===== config.mk =====
export PLATFORM = sky130hd
export DESIGN_NAME = rs_frame_sequencer
export DESIGN_NICKNAME = d
export VERILOG_FILES = /design/src/rtl/rsseq_pkg.sv /design/src/rtl/rsseq_trig_qual.sv /design/src/rtl/rsseq_frame_timer.sv /design/src/rtl/rsseq_expo_timer.sv /design/src/rtl/rs_frame_sequencer.sv
export SDC_FILE = /design/constraint.sdc
export NUM_CORES = 1
export LEC_CHECK = 0
export BUFFER_PORTS_ARGS = -buffer_cell sky130_fd_sc_hd__buf_2
export CORE_AREA = 2 2 96 98
export CTS_BUF_LIST = sky130_fd_sc_hd__clkbuf_8
export DETAILED_ROUTE_END_ITERATION = 8
export DIE_AREA = 0 0 98 100
export GPL_TIMING_DRIVEN = 0
export PLACE_DENSITY = 0.68
export SLEW_MARGIN = 5
export SYNTH_ARGS = -nofsm -noshare
export SYNTH_HDL_FRONTEND = slang
export SYNTH_SLANG_ARGS = --single-unit

===== constraint.sdc =====
create_clock -name clk_i -period 4 [get_ports clk_i]
set_input_delay 0.4 -clock clk_i [delete_from_list [all_inputs] [get_ports clk_i]]
set_output_delay 0.4 -clock clk_i [all_outputs]
set_load 0.1 [all_outputs]

===== src/rtl/rsseq_pkg.sv =====
package rsseq_pkg;

  typedef enum logic [2:0] {
    ST_IDLE  = 3'd0,
    ST_WAIT  = 3'd1,
    ST_PRE   = 3'd2,
    ST_SHUT  = 3'd3,
    ST_GATE  = 3'd4,
    ST_VALID = 3'd5
  } seq_state_e;

  localparam logic [2:0] MODE_FREE    = 3'b000;
  localparam logic [2:0] MODE_TRIG    = 3'b001;
  localparam logic [2:0] MODE_TRIG_NR = 3'b010;
  localparam logic [2:0] MODE_ITC     = 3'b011;

  function automatic logic is_trig_mode(input logic [2:0] m);
    return (m == MODE_TRIG) || (m == MODE_TRIG_NR) || (m == MODE_ITC);
  endfunction

  function automatic logic is_readout(input seq_state_e s);
    return (s == ST_WAIT) || (s == ST_PRE) || (s == ST_VALID);
  endfunction

endpackage


===== src/rtl/rsseq_trig_qual.sv =====
module rsseq_trig_qual #(
  parameter int SYNC_STAGES = 2,
  parameter int MIN_PULSE   = 100
) (
  input  logic clk_i,
  input  logic rst_ni,
  input  logic trig_a_i,
  input  logic trig_b_i,
  input  logic src_i,
  input  logic neg_i,
  output logic evt_o,
  output logic lvl_o
);
  localparam int CNT_W = $clog2(MIN_PULSE + 1);

  logic [1:0]       sync_q [SYNC_STAGES];
  logic             active;
  logic [CNT_W-1:0] cnt_q, cnt_d;
  logic             armed_q, armed_d;

  always_ff @(posedge clk_i or negedge rst_ni) begin
    if (!rst_ni) begin
      for (int i = 0; i < SYNC_STAGES; i++) sync_q[i] <= '0;
    end else begin
      sync_q[0] <= {trig_b_i, trig_a_i};
      for (int i = 1; i < SYNC_STAGES; i++) sync_q[i] <= sync_q[i-1];
    end
  end

  assign active = (src_i ? sync_q[SYNC_STAGES-1][1] : sync_q[SYNC_STAGES-1][0]) ^ neg_i;

  // Qualification: an event fires once the active level has lasted MIN_PULSE samples,
  // and only after an inactive sample has re-armed the detector.
  always_comb begin
    evt_o = armed_q && active && (cnt_q == CNT_W'(MIN_PULSE - 1));
    lvl_o = active && (cnt_q >= CNT_W'(MIN_PULSE - 1));
    if (!active)                           cnt_d = '0;
    else if (cnt_q == CNT_W'(MIN_PULSE))   cnt_d = cnt_q;
    else                                   cnt_d = cnt_q + 1'b1;
    if (!active)    armed_d = 1'b1;
    else if (evt_o) armed_d = 1'b0;
    else            armed_d = armed_q;
  end

  always_ff @(posedge clk_i or negedge rst_ni) begin
    if (!rst_ni) begin
      cnt_q   <= '0;
      armed_q <= 1'b0;
    end else begin
      cnt_q   <= cnt_d;
      armed_q <= armed_d;
    end
  end

  p_evt_single_r10: assert property (@(posedge clk_i) disable iff (!rst_ni)
    evt_o |=> !evt_o);

  generate
    if (MIN_PULSE > 1) begin : g_prev_chk
      p_evt_prev_active_r10: assert property (@(posedge clk_i) disable iff (!rst_ni)
        evt_o |-> $past(active));
    end
  endgenerate

endmodule


===== src/rtl/rsseq_frame_timer.sv =====
module rsseq_frame_timer #(
  parameter int LINE_CYCLES = 1400,
  parameter int NUM_LINES   = 1024
) (
  input  logic clk_i,
  input  logic rst_ni,
  input  logic run_i,
  input  logic restart_i,
  output logic start_o,
  output logic last_o
);
  localparam int CYC_W  = (LINE_CYCLES > 1) ? $clog2(LINE_CYCLES) : 1;
  localparam int LINE_W = (NUM_LINES > 1) ? $clog2(NUM_LINES) : 1;

  logic [CYC_W-1:0]  cyc_q, cyc_d;
  logic [LINE_W-1:0] line_q, line_d;
  logic              line_end;

  assign line_end = (cyc_q == CYC_W'(LINE_CYCLES - 1));
  assign start_o  = run_i && (cyc_q == '0) && (line_q == '0);
  assign last_o   = run_i && line_end && (line_q == LINE_W'(NUM_LINES - 1));

  always_comb begin
    cyc_d  = cyc_q;
    line_d = line_q;
    if (!run_i || restart_i || last_o) begin
      cyc_d  = '0;
      line_d = '0;
    end else if (line_end) begin
      cyc_d  = '0;
      line_d = line_q + 1'b1;
    end else begin
      cyc_d  = cyc_q + 1'b1;
    end
  end

  always_ff @(posedge clk_i or negedge rst_ni) begin
    if (!rst_ni) begin
      cyc_q  <= '0;
      line_q <= '0;
    end else begin
      cyc_q  <= cyc_d;
      line_q <= line_d;
    end
  end

  p_wrap_start_r2: assert property (@(posedge clk_i) disable iff (!rst_ni)
    run_i && $past(run_i) && $past(last_o) |-> start_o);

  p_restart_line1_r5: assert property (@(posedge clk_i) disable iff (!rst_ni)
    run_i && $past(restart_i) |-> start_o);

endmodule


===== src/rtl/rsseq_expo_timer.sv =====
module rsseq_expo_timer #(
  parameter int STEP_CYCLES = 1000,
  parameter int STEPS_W     = 16
) (
  input  logic               clk_i,
  input  logic               rst_ni,
  input  logic               run_i,
  input  logic [STEPS_W-1:0] steps_i,
  output logic               done_o
);
  localparam int SUB_W = (STEP_CYCLES > 1) ? $clog2(STEP_CYCLES) : 1;

  logic [SUB_W-1:0]   sub_q, sub_d;
  logic [STEPS_W-1:0] cnt_q, cnt_d;
  logic [STEPS_W-1:0] steps_q, steps_d;
  logic               step_end;

  assign step_end = (sub_q == SUB_W'(STEP_CYCLES - 1));
  assign done_o   = run_i && step_end && (cnt_q == steps_q - 1'b1);

  always_comb begin
    sub_d   = sub_q;
    cnt_d   = cnt_q;
    steps_d = steps_q;
    if (!run_i) begin
      sub_d   = '0;
      cnt_d   = '0;
      steps_d = steps_i;
    end else if (step_end) begin
      sub_d = '0;
      cnt_d = cnt_q + 1'b1;
    end else begin
      sub_d = sub_q + 1'b1;
    end
  end

  always_ff @(posedge clk_i or negedge rst_ni) begin
    if (!rst_ni) begin
      sub_q   <= '0;
      cnt_q   <= '0;
      steps_q <= '0;
    end else begin
      sub_q   <= sub_d;
      cnt_q   <= cnt_d;
      steps_q <= steps_d;
    end
  end

  p_done_pulse_r3: assert property (@(posedge clk_i) disable iff (!rst_ni)
    done_o |=> !done_o);

endmodule


===== src/rtl/rs_frame_sequencer.sv =====
module rs_frame_sequencer
  import rsseq_pkg::*;
#(
  parameter int LINE_CYCLES = 1400,
  parameter int NUM_LINES   = 1024,
  parameter int STEP_CYCLES = 1000,
  parameter int MIN_PULSE   = 100,
  parameter int SHUT_W      = 16
) (
  input  logic              clk_i,
  input  logic              rst_ni,
  input  logic [2:0]        mode_i,
  input  logic              trig_src_i,
  input  logic              trig_neg_i,
  input  logic              shut_neg_i,
  input  logic [SHUT_W-1:0] shut_steps_i,
  input  logic              trig_a_i,
  input  logic              trig_b_i,
  output logic              ptr_rst_o,
  output logic              read_act_o,
  output logic              fval_o,
  output logic              shutter_o,
  output logic              wait_trig_o
);
  logic [1:0] rst_sync_q;
  logic       rst_int_n;

  seq_state_e state_q, state_d, after_frame;
  logic       trig_evt, trig_lvl;
  logic       frame_start, frame_last, expo_done;
  logic       abort, mode_free, mode_trig, steps_nz, shutter_act;

  always_ff @(posedge clk_i or negedge rst_ni) begin
    if (!rst_ni) rst_sync_q <= '0;
    else         rst_sync_q <= {rst_sync_q[0], 1'b1};
  end
  assign rst_int_n = rst_sync_q[1];

  rsseq_trig_qual #(.SYNC_STAGES(2), .MIN_PULSE(MIN_PULSE)) u_trig (
    .clk_i(clk_i), .rst_ni(rst_int_n),
    .trig_a_i(trig_a_i), .trig_b_i(trig_b_i),
    .src_i(trig_src_i), .neg_i(trig_neg_i),
    .evt_o(trig_evt), .lvl_o(trig_lvl)
  );

  rsseq_frame_timer #(.LINE_CYCLES(LINE_CYCLES), .NUM_LINES(NUM_LINES)) u_frame (
    .clk_i(clk_i), .rst_ni(rst_int_n),
    .run_i(is_readout(state_q)), .restart_i(abort),
    .start_o(frame_start), .last_o(frame_last)
  );

  rsseq_expo_timer #(.STEP_CYCLES(STEP_CYCLES), .STEPS_W(SHUT_W)) u_expo (
    .clk_i(clk_i), .rst_ni(rst_int_n),
    .run_i(state_q == ST_SHUT), .steps_i(shut_steps_i),
    .done_o(expo_done)
  );

  assign mode_free = (mode_i == MODE_FREE);
  assign mode_trig = is_trig_mode(mode_i);
  assign steps_nz  = |shut_steps_i;

  always_comb begin
    if (mode_free)      after_frame = steps_nz ? ST_SHUT : ST_VALID;
    else if (mode_trig) after_frame = ST_WAIT;
    else                after_frame = ST_IDLE;
  end

  always_comb begin
    state_d = state_q;
    abort   = 1'b0;
    unique case (state_q)
      ST_IDLE: begin
        if (mode_free)      state_d = ST_VALID;
        else if (mode_trig) state_d = ST_WAIT;
      end
      ST_WAIT: begin
        if (mode_trig && trig_evt) begin
          abort = 1'b1;
          if (mode_i == MODE_TRIG)         state_d = ST_PRE;
          else if (mode_i == MODE_TRIG_NR) state_d = steps_nz ? ST_SHUT : ST_VALID;
          else                             state_d = ST_GATE;
        end else if (frame_last) begin
          state_d = after_frame;
        end
      end
      ST_PRE:   if (frame_last) state_d = steps_nz ? ST_SHUT : ST_VALID;
      ST_SHUT:  if (expo_done)  state_d = ST_VALID;
      ST_GATE:  if (!trig_lvl)  state_d = ST_VALID;
      ST_VALID: if (frame_last) state_d = after_frame;
      default:  state_d = ST_IDLE;
    endcase
  end

  always_ff @(posedge clk_i or negedge rst_int_n) begin
    if (!rst_int_n) state_q <= ST_IDLE;
    else            state_q <= state_d;
  end

  assign shutter_act = (state_q == ST_SHUT) || (state_q == ST_GATE);
  assign read_act_o  = is_readout(state_q);
  assign fval_o      = (state_q == ST_VALID);
  assign wait_trig_o = (state_q == ST_WAIT);
  assign ptr_rst_o   = frame_start;
  assign shutter_o   = shutter_act ^ shut_neg_i;

  p_wait_dummy_r4: assert property (@(posedge clk_i) disable iff (!rst_int_n)
    wait_trig_o |-> read_act_o && !fval_o);

  p_shut_hold_r9: assert property (@(posedge clk_i) disable iff (!rst_int_n)
    (state_q == ST_SHUT) && !expo_done |=> (state_q == ST_SHUT));

  p_reserved_idle_r14: assert property (@(posedge clk_i) disable iff (!rst_int_n)
    mode_i[2] && (state_q == ST_IDLE) |=> (state_q == ST_IDLE));

  p_valid_after_shut_r6: assert property (@(posedge clk_i) disable iff (!rst_int_n)
    $fell(shutter_act) |-> fval_o);

endmodule


# Yosys cells after proc, flatten, opt, wreduce, memory -nomap -nowiden
# Index checks and enable logic that the tools add are counted.
[classes] add_sub_neg=6 n_lt_le_gt_ge=1 eq_ne=21 bitwise=2 reduce_logical=25 muxes=28
[ops] op="10-bit two-way mux" n=4
[ops] op="3-bit two-way mux" n=11
[ops] op="16-bit two-way mux" n=2
[ops] op="11-bit two-way mux" n=2
[ops] op="10-bit by 1-bit adder with 10-bit output, second input constant" n=2
[ops] op="10-bit == test, second input constant" n=2
[ops] op="3-bit one-hot mux with 6 select lines" n=1
[ops] op="16-bit by 1-bit adder with 16-bit output, second input constant" n=1
[ops] op="16-bit == test" n=1
[ops] op="16-bit OR reduction" n=1
[ops] op="16-bit by 1-bit subtractor with 16-bit output, second input constant" n=1
[ops] op="7-bit == test, second input constant" n=2
[ops] op="7-bit two-way mux" n=2
[ops] op="3-bit by 2-bit == test with 1-bit output, second input constant" n=4
[ops] op="11-bit by 1-bit adder with 11-bit output, second input constant" n=1
[ops] op="11-bit == test, second input constant" n=1
[ops] op="11-bit zero test" n=1
[ops] op="1-bit logical AND" n=10
[ops] op="10-bit zero test" n=1
[ops] op="2-bit != test, second input constant" n=5
[ops] op="7-bit by 1-bit adder with 7-bit output, second input constant" n=1
[ops] op="7-bit >= comparator, second input constant" n=1
[ops] op="1-bit logical OR" n=7
[ops] op="3-bit by 1-bit == test with 1-bit output, second input constant" n=2
[ops] op="other kinds (9)" n=17
[word_totals] input_bits=26 ff_bits=80 out_inout_bits=5

# Longest topological paths before layout
# Gate-level depths: netlist (run 1).
[depth] word_depth=10 mapped_depth=9 ltp_nobuf=9

# Cells and area by module
# Synthesis (run 1) repeated with hierarchy kept, for this count alone.
[unflattened] cells_unflattened=469 area_unflattened_um2=4642.0
[by_module_without_submodules] module="rsseq_expo_timer" n_inst=1 area_each_um2=2356.0 cells_per_inst=226
[by_module_without_submodules] module="rsseq_frame_timer" n_inst=1 area_each_um2=1206.2 cells_per_inst=126
[by_module_without_submodules] module="rsseq_trig_qual" n_inst=1 area_each_um2=581.8 cells_per_inst=56
[by_module_without_submodules] module="rs_frame_sequencer" n_inst=1 area_each_um2=498.0 cells_per_inst=61

# Worst setup path after synthesis (run 1)
# No wires, ideal clock.
[synth_timing] path_kind="register to output" startpoint="register state_q[0]" endpoint="output ptr_rst_o" stages_incl_launch_ff=6 path_slack_ps=-858 arrival_ps=4458 n_path_buf=1 required_time_ps=3600 path_cell_list="dfrtp_1 clkbuf_1 nand2b_1 o21ai_0 nand3_1 nor2_1"
[synth_between] elab_chain_len=5
[synth_lines] element="from (decl)" line_no="rs_frame_sequencer.sv:28" source="seq_state_e state_q, state_d, after_frame;"
[synth_lines] element="from (signal assigned)" line_no="rs_frame_sequencer.sv:96" source="else state_q <= state_d;"
[synth_lines] element="3-bit by 1-bit == test with 1-bit output / 3-bit by 2-bit == test with 1-bit output (equally long branches)"
[synth_lines] element="1-bit logical OR"
[synth_lines] element="1-bit logical OR (*)"
[synth_lines] element="named net read_act_o" line_no="rs_frame_sequencer.sv:20" source="output logic read_act_o,"
[synth_lines] element="1-bit logical AND (*) (2 in a row)" line_no="rsseq_frame_timer.sv:20" source="assign start_o = run_i && (cyc_q == '0) && (line_q == '0);"
[synth_lines] element="to (decl)" line_no="rs_frame_sequencer.sv:19" source="output logic ptr_rst_o,"
# The timed path passes the listed nets; every way through them passes the cells marked *.

# Final worst setup path (run 1)
[layout_timing] startpoint="register state_q[2]" endpoint="output shutter_o"
[layout_between] elab_chain_len=3
[layout_lines] element="3-bit by 2-bit == test with 1-bit output / 3-bit == test (equally long branches)" line_no="rs_frame_sequencer.sv:99" source="assign shutter_act = (state_q == ST_SHUT) || (state_q == ST_GATE);"
[layout_lines] element="1-bit logical OR (*)" line_no="rs_frame_sequencer.sv:99"
[layout_lines] element="1-bit XOR (*)" line_no="rs_frame_sequencer.sv:104" source="assign shutter_o = shutter_act ^ shut_neg_i;"
[layout_lines] element="to (decl)" line_no="rs_frame_sequencer.sv:22" source="output logic shutter_o,"
# Mark *: on every way between the ends. The rest lies on a longest branch, timed or not.

==> flow_results.org, run 1 <==
** Worst hold path
- The worst hold path terminates at u_trig.sync_q[2]$_DFF_PN0_.
- In this run the most critical hold path is launched from trig_a_i.
- Along the worst hold path, the cell count comes to 1.
- In this run the worst hold path is classified as in2reg.

** Setup path
- Critical path required time :: 3.60 ns
- Startpoint Class :: register
- STA classifies the critical path endpoint as an output port.
- Cells on worst reg2reg path :: 9
- At the worst endpoint, the arrival time is 2.55 ns.
- Across all register-to-register paths, the minimum setup slack is 1.33 ns.
- Worst Path Class, Setup :: reg2out
- Biggest fanout along the worst timing path :: 10
- The worst register-to-register path begins at u_expo.steps_q[0]$_DFFE_PN0N_.
- The worst register-to-register path ends at state_q[2]$_DFFE_PN0P_.

** Synthesis
- Of all flip-flops after synthesis, the portion carrying an async set or reset was 1.00.
- Count of state elements after synthesis :: 80
- Share of the yosys chip area belonging to registers :: 0.452
- The synthesized design contains 0 enable-type register cells.
- Synthesis produced a netlist whose cell count is 463.
- Syn Nets :: ~500
- A synthesized cell averages 9.56 um^2.
- Area of the mapped netlist :: 0.00443 mm^2
- Among all flip-flop cells after synthesis, the most frequent one is dfrtp_1.
- Count of distinct cell types in the synthesized netlist :: 54
- Synth warn :: 0

** Final layout
- Relative to the synthesized area, the layout overhead comes to 11.5%.
- Area occupied by multi-input gates :: 0.00230 mm^2
- Post-layout utilization of the core :: 0.555
- In the final design database the tool counted approximately 540 nets.
- Sequential Area :: 0.00201 mm^2
- 0 antenna diodes ended up in the layout.
- Most used cells in the layout excluding fill and tap cells :: dfrtp_1 (79), nor2_1 (65), xor2_1 (43)
- Counting the fill cells in the layout gives approximately 800.
- Leaving out fill and tap cells, the most frequent cell in the layout is dfrtp_1.
- In the final layout, the share of cells above drive strength 1 is 0.141.

** Die
- Row generation in the floorplan step produced 35 rows.
- Number of placed I/O pins :: 31
- Die footprint :: 0.00980 mm^2
- Core region area :: about 0.0089 mm^2
- Chip height :: 100 um
- Die outline width :: 98 um
- Starting density of the core :: 0.498

** Placed design
- Port Buf Inserts :: 30
- Weighted congestion at the end of routability-driven global placement :: 0.870
- Detailed placement ended at an HPWL of 6.55 mm.

** STA
- Measured against its own limit, the worst slew margin works out to 0.574.
- Final setup fails :: 0
- Setup repair after global routing left no endpoint under its margin.
- Setup clock skew after layout :: 0.00721 ns
- Period Utilization, post-route :: 0.739
- Counting I/O delays and the setup requirement, the final critical path takes 2.95 ns.
- Final Hold Fails :: 0
- Transition at the pin with the smallest max-transition slack :: 0.635 ns
- The number of slew-limit violations in the final report came to 0.
- Final hold analysis gives a worst-case slack of 0.149 ns.
- Final sum of negative setup slack :: 0 ns
- Timing would allow up to 339 MHz.

** Detailed routing
- Detailed-router iteration count before antenna repair :: 4
- In the final routed layout, each cell accounts on average for 14.4 um.
- After detailed routing, the total wire length is around 9.0 mm.
- In this run the remaining antenna-violating nets after routing total 0.
- Dividing the detail-routed via count by the number of cells gives 5.54.
- The detailed router finished its first iteration with 148 violations.
- The routed layout has about 3,400 vias.
- After detailed routing, the number of remaining DRC violations is 0.

** Power and ir drop
- Areal power density over the cells :: 372 mW/mm^2
- The analysis attributes to cell leakage a power of 2.14 nW.
- Worst supply voltage drop on vdd :: 0.297 mV

** CTS
- After clock tree synthesis, the clock-pin slew on the worst setup and hold paths is approximately 0.090 ns.
- Clock tree from TritonCTS :: done
- Maximum clock path buffer count :: 2
- Clk_lat worst skew :: 0.35 ns
- In this run, post-CTS repair resized a total of 0 instances.
- TritonCTS buffer count :: 9
- Clock sink count :: 80
- H-tree lvl count :: 3
- Clock root cell :: clkbuf_8

** Global route
- Overall overflow remaining after global route :: 0
- Number of global-route vias before repair :: 3,359
- Initial antenna violation count :: 0
- First-pass GRT wire length :: 15.8 mm
- Entering global routing, the biggest net connects between 50 and 60 pins.
- Met1 Use GR :: 0.284
- For this run, the total global-route usage over all layers was measured as 0.197.
- For this run, global-route usage on met2 was measured as 0.304.
- In this run the most used layer during global routing was met2.
- Global routing met3 resource utilization :: 0.0313

** Status
- The run finished with clean final reports.

** Job
- Max capacitance violation total :: 0
[per-layer routing]
layer / part of all wire / vias up
met5: 0 / -
met4: 0.0089 / 0
met3: 0.042 / 8
met2: 0.46 / 60
met1: 0.49 / 1668
li1: - / 1710
[where the power goes]
group	total [W]	internal (W)	switching, W
logic	0.000355	0.000122	0.000232
clock network	0.000541	0.000230	0.000311
registers	0.000942	0.000869	0.0000734
total	0.00184	0.00122	0.000616
[flip-flops by register name, summed over array words and instances (netlist names)]
signal          count
u_trig.armed_q      1
u_trig.cnt_q        7
state_q             3
rst_sync_q          2
u_trig.sync_q       4
u_expo.cnt_q       16
u_frame.line_q     10
u_expo.sub_q       10
u_frame.cyc_q      11
u_expo.steps_q     16
[worst max path at each step]
stage                                       start                           to  slack (ns)
global placement          rst_sync_q[1]$_DFF_PN0_  u_trig.cnt_q[2]$_DFFE_PN0P_        0.74
finish                     state_q[2]$_DFFE_PN0P_                    shutter_o        1.05
detailed placement  u_expo.steps_q[0]$_DFFE_PN0N_       state_q[2]$_DFFE_PN0P_        1.36
global route               state_q[2]$_DFFE_PN0P_                    shutter_o        0.79
CTS                        state_q[2]$_DFFE_PN0P_                    shutter_o        0.98
floorplan                  state_q[0]$_DFFE_PN0P_                    ptr_rst_o       0.002
[logic make-up (layout without fill, tap and decap cells)]
logic type / after synthesis / count (layout) / synth area share
buffers and inverters: 31 / 79 / 0.0277
and+or+nand+nor: 206 / 206 / 0.240
DFF: 80 / 80 / 0.452
muxes: 18 / 18 / 0.0444
other: 1 / 1 / 0.000847
AOI/OAI and AO/OA: 53 / 53 / 0.0809
xor gates and xnor gates: 65 / 65 / 0.129
adders and majority gates: 9 / 9 / 0.0254
[worst max-delay path, stage by stage, from the launching register on]
cell and delay [ns]:
dfrtp_1 0.33, clkbuf_1 0.32, inv_1 0.19, nand3_1 0.19
clkbuf_1 0.45, nand2_1 0.14, xor2_1 0.15, buf_2 0.44
[repair_timing]
action,CTS,global route
hold buffers,1,0
buffers inserted,0,0
endpoints found under the hold margin,2,0
[Yosys cell counts, types with 5 or more instances]
cell / n / area share
a21oi_1: 13 / 0.015
and3_1: 14 / 0.020
clkbuf_1: 13 / 0.011
dfrtp_1: 80 / 0.45
ha_1: 9 / 0.025
inv_1: 14 / 0.012
mux2_2: 13 / 0.033
mux2i_1: 5 / 0.011
nand2_1: 27 / 0.023
nand2b_1: 5 / 0.0071
nand3_1: 26 / 0.029
nand4_1: 10 / 0.014
nor2_1: 65 / 0.055
nor3_1: 18 / 0.020
nor4_1: 11 / 0.016
o21ai_0: 9 / 0.010
or3_1: 10 / 0.014
xnor2_1: 22 / 0.044
xor2_1: 43 / 0.085
[through the flow]
step / cells / cell area [um^2] / setup slack (ns) / power, W
after floorplan: 463 / 4430 / 0.00167 / 0.00122
after global placement: 604 / 4710 / 0.736 / 0.00130
after detailed placement: 605 / 4750 / 1.36 / 0.00131
after CTS: 622 / 4940 / 0.983 / 0.00186
after global routing: 622 / 4940 / 0.791 / 0.00195
final: 622 / 4940 / 1.05 / 0.00184
[layout make-up]
type                            count  area share
Buffer                             17      0.0142
Clock buffer                        9      0.0251
Tap cell                          111      0.0281
Sequential cell                    80       0.406
Multi-Input combinational cell    352       0.466
Timing Repair Buffer               32      0.0380
Inverter                           14      0.0106
Clock inverter                      7      0.0114
No activity file was read; power rests on OpenSTA's default activity.
==> run 2, diff against run 1 <==
- PLACE_DENSITY: 0.68 -> 0.7
- clock period: 4 -> 2.35 ns (I/O delays scaled with it)
==> run 2 against run 1 <==
The flow now finishes with violations (setup timing). First-iteration DRC count up 8.8%. Critical path type is now reg2reg. Die area stayed put. Final cell count is 1.3% higher. Largest cell class unchanged. Largest power group unchanged. Setup slack got worse by 1.1 ns. Critical endpoint is now state_q[2]$_DFFE_PN0P_.
==> flow_results.org, run 2 (synthesis results as in run 1) <==
** Status
- The flow ran to the end, but the final reports show violations.
- The final reports fail on setup timing.

** Detailed routing
- The vias after detailed routing came to 3,506 (+1.7%).
- DR iter-0 viols :: 161 (+8.8%)
- Detailed-router iteration count before antenna repair :: 4 (unchanged)
- The residual DRC count is 0 (unchanged).
- Total wire length after detailed routing :: 9.27 mm (+3.5%)
- The number of vias per cell is 5.57 (+0.45%).
- The number of antenna-violating nets in the routed design came to 0 (unchanged).
- Drt wl/cell :: 14.7 um (+2.2%)

** Final layout
- Area occupied by multi-input gates :: 0.00240 mm^2 (+4.2%)
- Largest registers in the final layout :: u_expo.cnt_q: 16 flops, u_expo.steps_q: 16 flops, u_frame.cyc_q: 11 flops
- Sequential Area :: 0.00201 mm^2 (about the same)
- The final cell count without fillers was 630 (+1.3%).
- Most used cells in the layout excluding fill and tap cells :: dfrtp_1 (78), nor2_1 (62), xor2_1 (42)
- The fraction of layout instances using a drive strength above 1 came to 0.187 (+0.0460).
- Post-route design area :: 0.00518 mm^2 (+4.9%)
- The utilization after layout was 0.582 (+0.0272).
- Leaving out fill and tap cells, the most frequent cell in the layout is dfrtp_1.
- The diode insertion count for antenna repair was 0 (unchanged).
- The net count of the finished layout is 549 (+1.5%).
- Number of fill cells :: 772 (-4.7%)
- Layout-stage area growth over the synthesis result :: 17.0%

** Global route
- First-pass GRT wire length :: 15.6 mm (-1.5%)
- Number of global-route vias before repair :: 3,337 (-0.65%)
- Overall overflow remaining after global route :: 0 (unchanged)
- Initial antenna violation count :: 0 (unchanged)
- The largest net degree at the start of global routing was 62 (+5.1%).
- The total routing resource utilization after global routing is 0.195 (-0.00132).

** Placed design
- Weighted congestion at the end of routability-driven global placement :: 0.872 (+0.22%)
- Port Buf Inserts :: 30 (unchanged)
- The detailed placer's ending HPWL was 6.63 mm (+1.2%).
- The number of cells after detailed placement is 605 (unchanged).
- Placed inst area :: 0.00479 mm^2 (+0.95%)
- Pre-CTS WS :: -0.322 ns (-1.68 ns)

** Setup path
- The worst path required time came to 2.64 ns (-0.96 ns).
- Worst Path Class, Setup :: reg2reg
- Worst EP arrival :: 2.67 ns (+0.12 ns)
- Sort of element at the end of the critical path :: register
- Startpoint Class :: register
- The largest fanout on the critical path is 2 (-8).
- Crit-path slowest cell :: or4b_4
- Sequence of cells on the critical path :: inv_2 > ha_4 > or4b_4 > buf_4 > a2111o_1 > a31oi_1 > and4_1 > a21o_1 > o311a_1
- Max stage delay on crit path :: 0.48 ns (+0.03 ns)

** CTS
- Clk_lat worst skew :: 0.36 ns (about the same)
- Maximum clock path buffer count :: 2 (unchanged)
- The number of clock sinks is 80 (unchanged).
- The clock-pin slew reported for the worst setup and hold paths after clock tree synthesis came to 0.08 ns (about the same).
- Clock tree from TritonCTS :: done
- The total CTS buffers was 9 (unchanged).
- Clock root cell :: clkbuf_8
- The number of H-tree branching levels is 3 (unchanged).

** Die
- The die footprint is 0.00980 mm^2 (unchanged).
- The number of placed I/O pins is 31 (unchanged).
- The total core area came to 0.00889 mm^2 (unchanged).
- The vertical die dimension is 100 um (unchanged).
- Die outline width :: 98 um (unchanged)
- The standard-cell row count is 35 (unchanged).
- Starting density of the core :: 0.498 (unchanged)

** Worst hold path
- The min-delay analysis places its worst path in the category in2reg.

** STA
- Headroom to the max-slew limit :: 0.612 (+0.0387)
- The final setup skew is 0.00838 ns (+0.00117 ns).
- For this run, the top clock speed supported by timing is 420 MHz.
- Period Utilization, post-route :: 1.01
- The worst-case setup margin in the final layout came to -0.0307 ns (-1.08 ns).
- Tightest hold margin :: 0.119 ns (-0.0299 ns)
- Subtracting the final worst setup slack from the clock period gives 2.38 ns.
- Unrepaired setup endpoints after global routing :: yes
- The actual slew at the worst max-slew pin was 0.576 ns (-0.0585 ns).
- Final Hold Fails :: 0 (unchanged)
- The number of slew-limit violations in the final report came to 0 (unchanged).
- The number of setup violations in the final report was 2 (+2).

** Power and ir drop
- Logic gate share of total power :: 0.185 (-0.008)
- The switching component of the power was 0.00104 W (+68%).
- Worst supply voltage drop on vdd :: 0.563 mV (+90%)
- Share of total power in the clock network :: 0.326 (+0.032)
- Sw Share :: 0.311 (-0.0248)
- The cell-internal power is 0.00230 W (+88%).
- Areal power density over the cells :: 644 mW/mm^2 (+73%)
- The sequential cell fraction of total power came to 0.489 (-0.024).
- The standby leakage power is 2.24 nW (+4.8%).

** Job
- The count of max-cap constraint violations came to 0 (unchanged).
-- run 2: changes by cell type in the layout (fill, tap and decap cells not counted), moves of 3 or more --
cell / delta
inv_2: +3
buf_4: +8
clkbuf_1: -6
clkinv_4: -3
nor2_1: -3
-- run 2: routing by layer --
layer / vias to the layer above / share of wire / GRT usage / wire [um]
met5: - / 0 / 0 / 0
met4: 0 / 0.013 / 0.0588 / 116
met3: 14 / 0.036 / 0.0446 / 330
met2: 61 / 0.47 / 0.302 / 4360
met1: 1705 / 0.48 / 0.276 / 4460
li1: 1726 / - / - / -
-- run 2: cell type report --
type	count	area share
multi-input combinational	352	0.463
buffer	13	0.0116
sequential	80	0.388
inverter	14	0.0101
clock inverter	7	0.0172
tap	111	0.0268
clock buffer	9	0.0239
timing repair buffer	44	0.0594
-- run 2: path summary, 6_finish.rpt --
check                                              start  slack [ns]                       endpoint  depth (start not counted)
setup reg to reg           u_expo.steps_q[0]$_DFFE_PN0N_       -0.03         state_q[2]$_DFFE_PN0P_                          9
hold / removal                           shut_steps_i[1]        0.12  u_expo.steps_q[1]$_DFFE_PN0N_                          3
min in group asynchronous                         rst_ni        0.17        rst_sync_q[1]$_DFF_PN0_                          2
max in group asynchronous        rst_sync_q[1]$_DFF_PN0_        1.55         state_q[2]$_DFFE_PN0P_                          1
setup / recovery           u_expo.steps_q[0]$_DFFE_PN0N_       -0.03         state_q[2]$_DFFE_PN0P_                          9
hold reg to reg                  rst_sync_q[1]$_DFF_PN0_        0.20      u_expo.sub_q[8]$_DFF_PN0_                          0
-- run 2: timing repair --
item                                   CTS  global route
gates resized for setup                 14            10
setup endpoints to repair               28            28
pin swaps                                5             5
buffers inserted                         7             3
hold buffers                             3             0
endpoints found under the hold margin    4             0
-- run 2: power by group through the flow --
stage / clock network, W / logic [W] / registers [W]
final: 0.00109 / 0.000615 / 0.00163
after global routing: 0.00118 / 0.000694 / 0.00165
after CTS: 0.00112 / 0.000612 / 0.00163
after detailed placement: 0 / 0.000623 / 0.00163
after global placement: 0 / 0.000587 / 0.00164
after floorplan: 0 / 0.000484 / 0.00161
-- run 2: worst max-delay path: cells and delay by family (launching register included) --
kind | cells | cell delay (ns)
flip-flops | 1 | 0.41
buffers and inverters | 2 | 0.27
adder cells (fa/ha/maj) | 1 | 0.14
AO/OA/AOI/OAI | 4 | 0.80
AND/OR/NAND/NOR | 2 | 0.69
-- run 2: per-stage QoR --
| stage | TNS, ns | power, W |
|---|---|---|
| global route | -0.201 | 0.00353 |
| detailed placement | -2.30 | 0.00225 |
| floorplan | -0.00637 | 0.00209 |
| CTS | -0.00656 | 0.00336 |
| global placement | -1.57 | 0.00223 |
| finish | -0.0432 | 0.00333 |
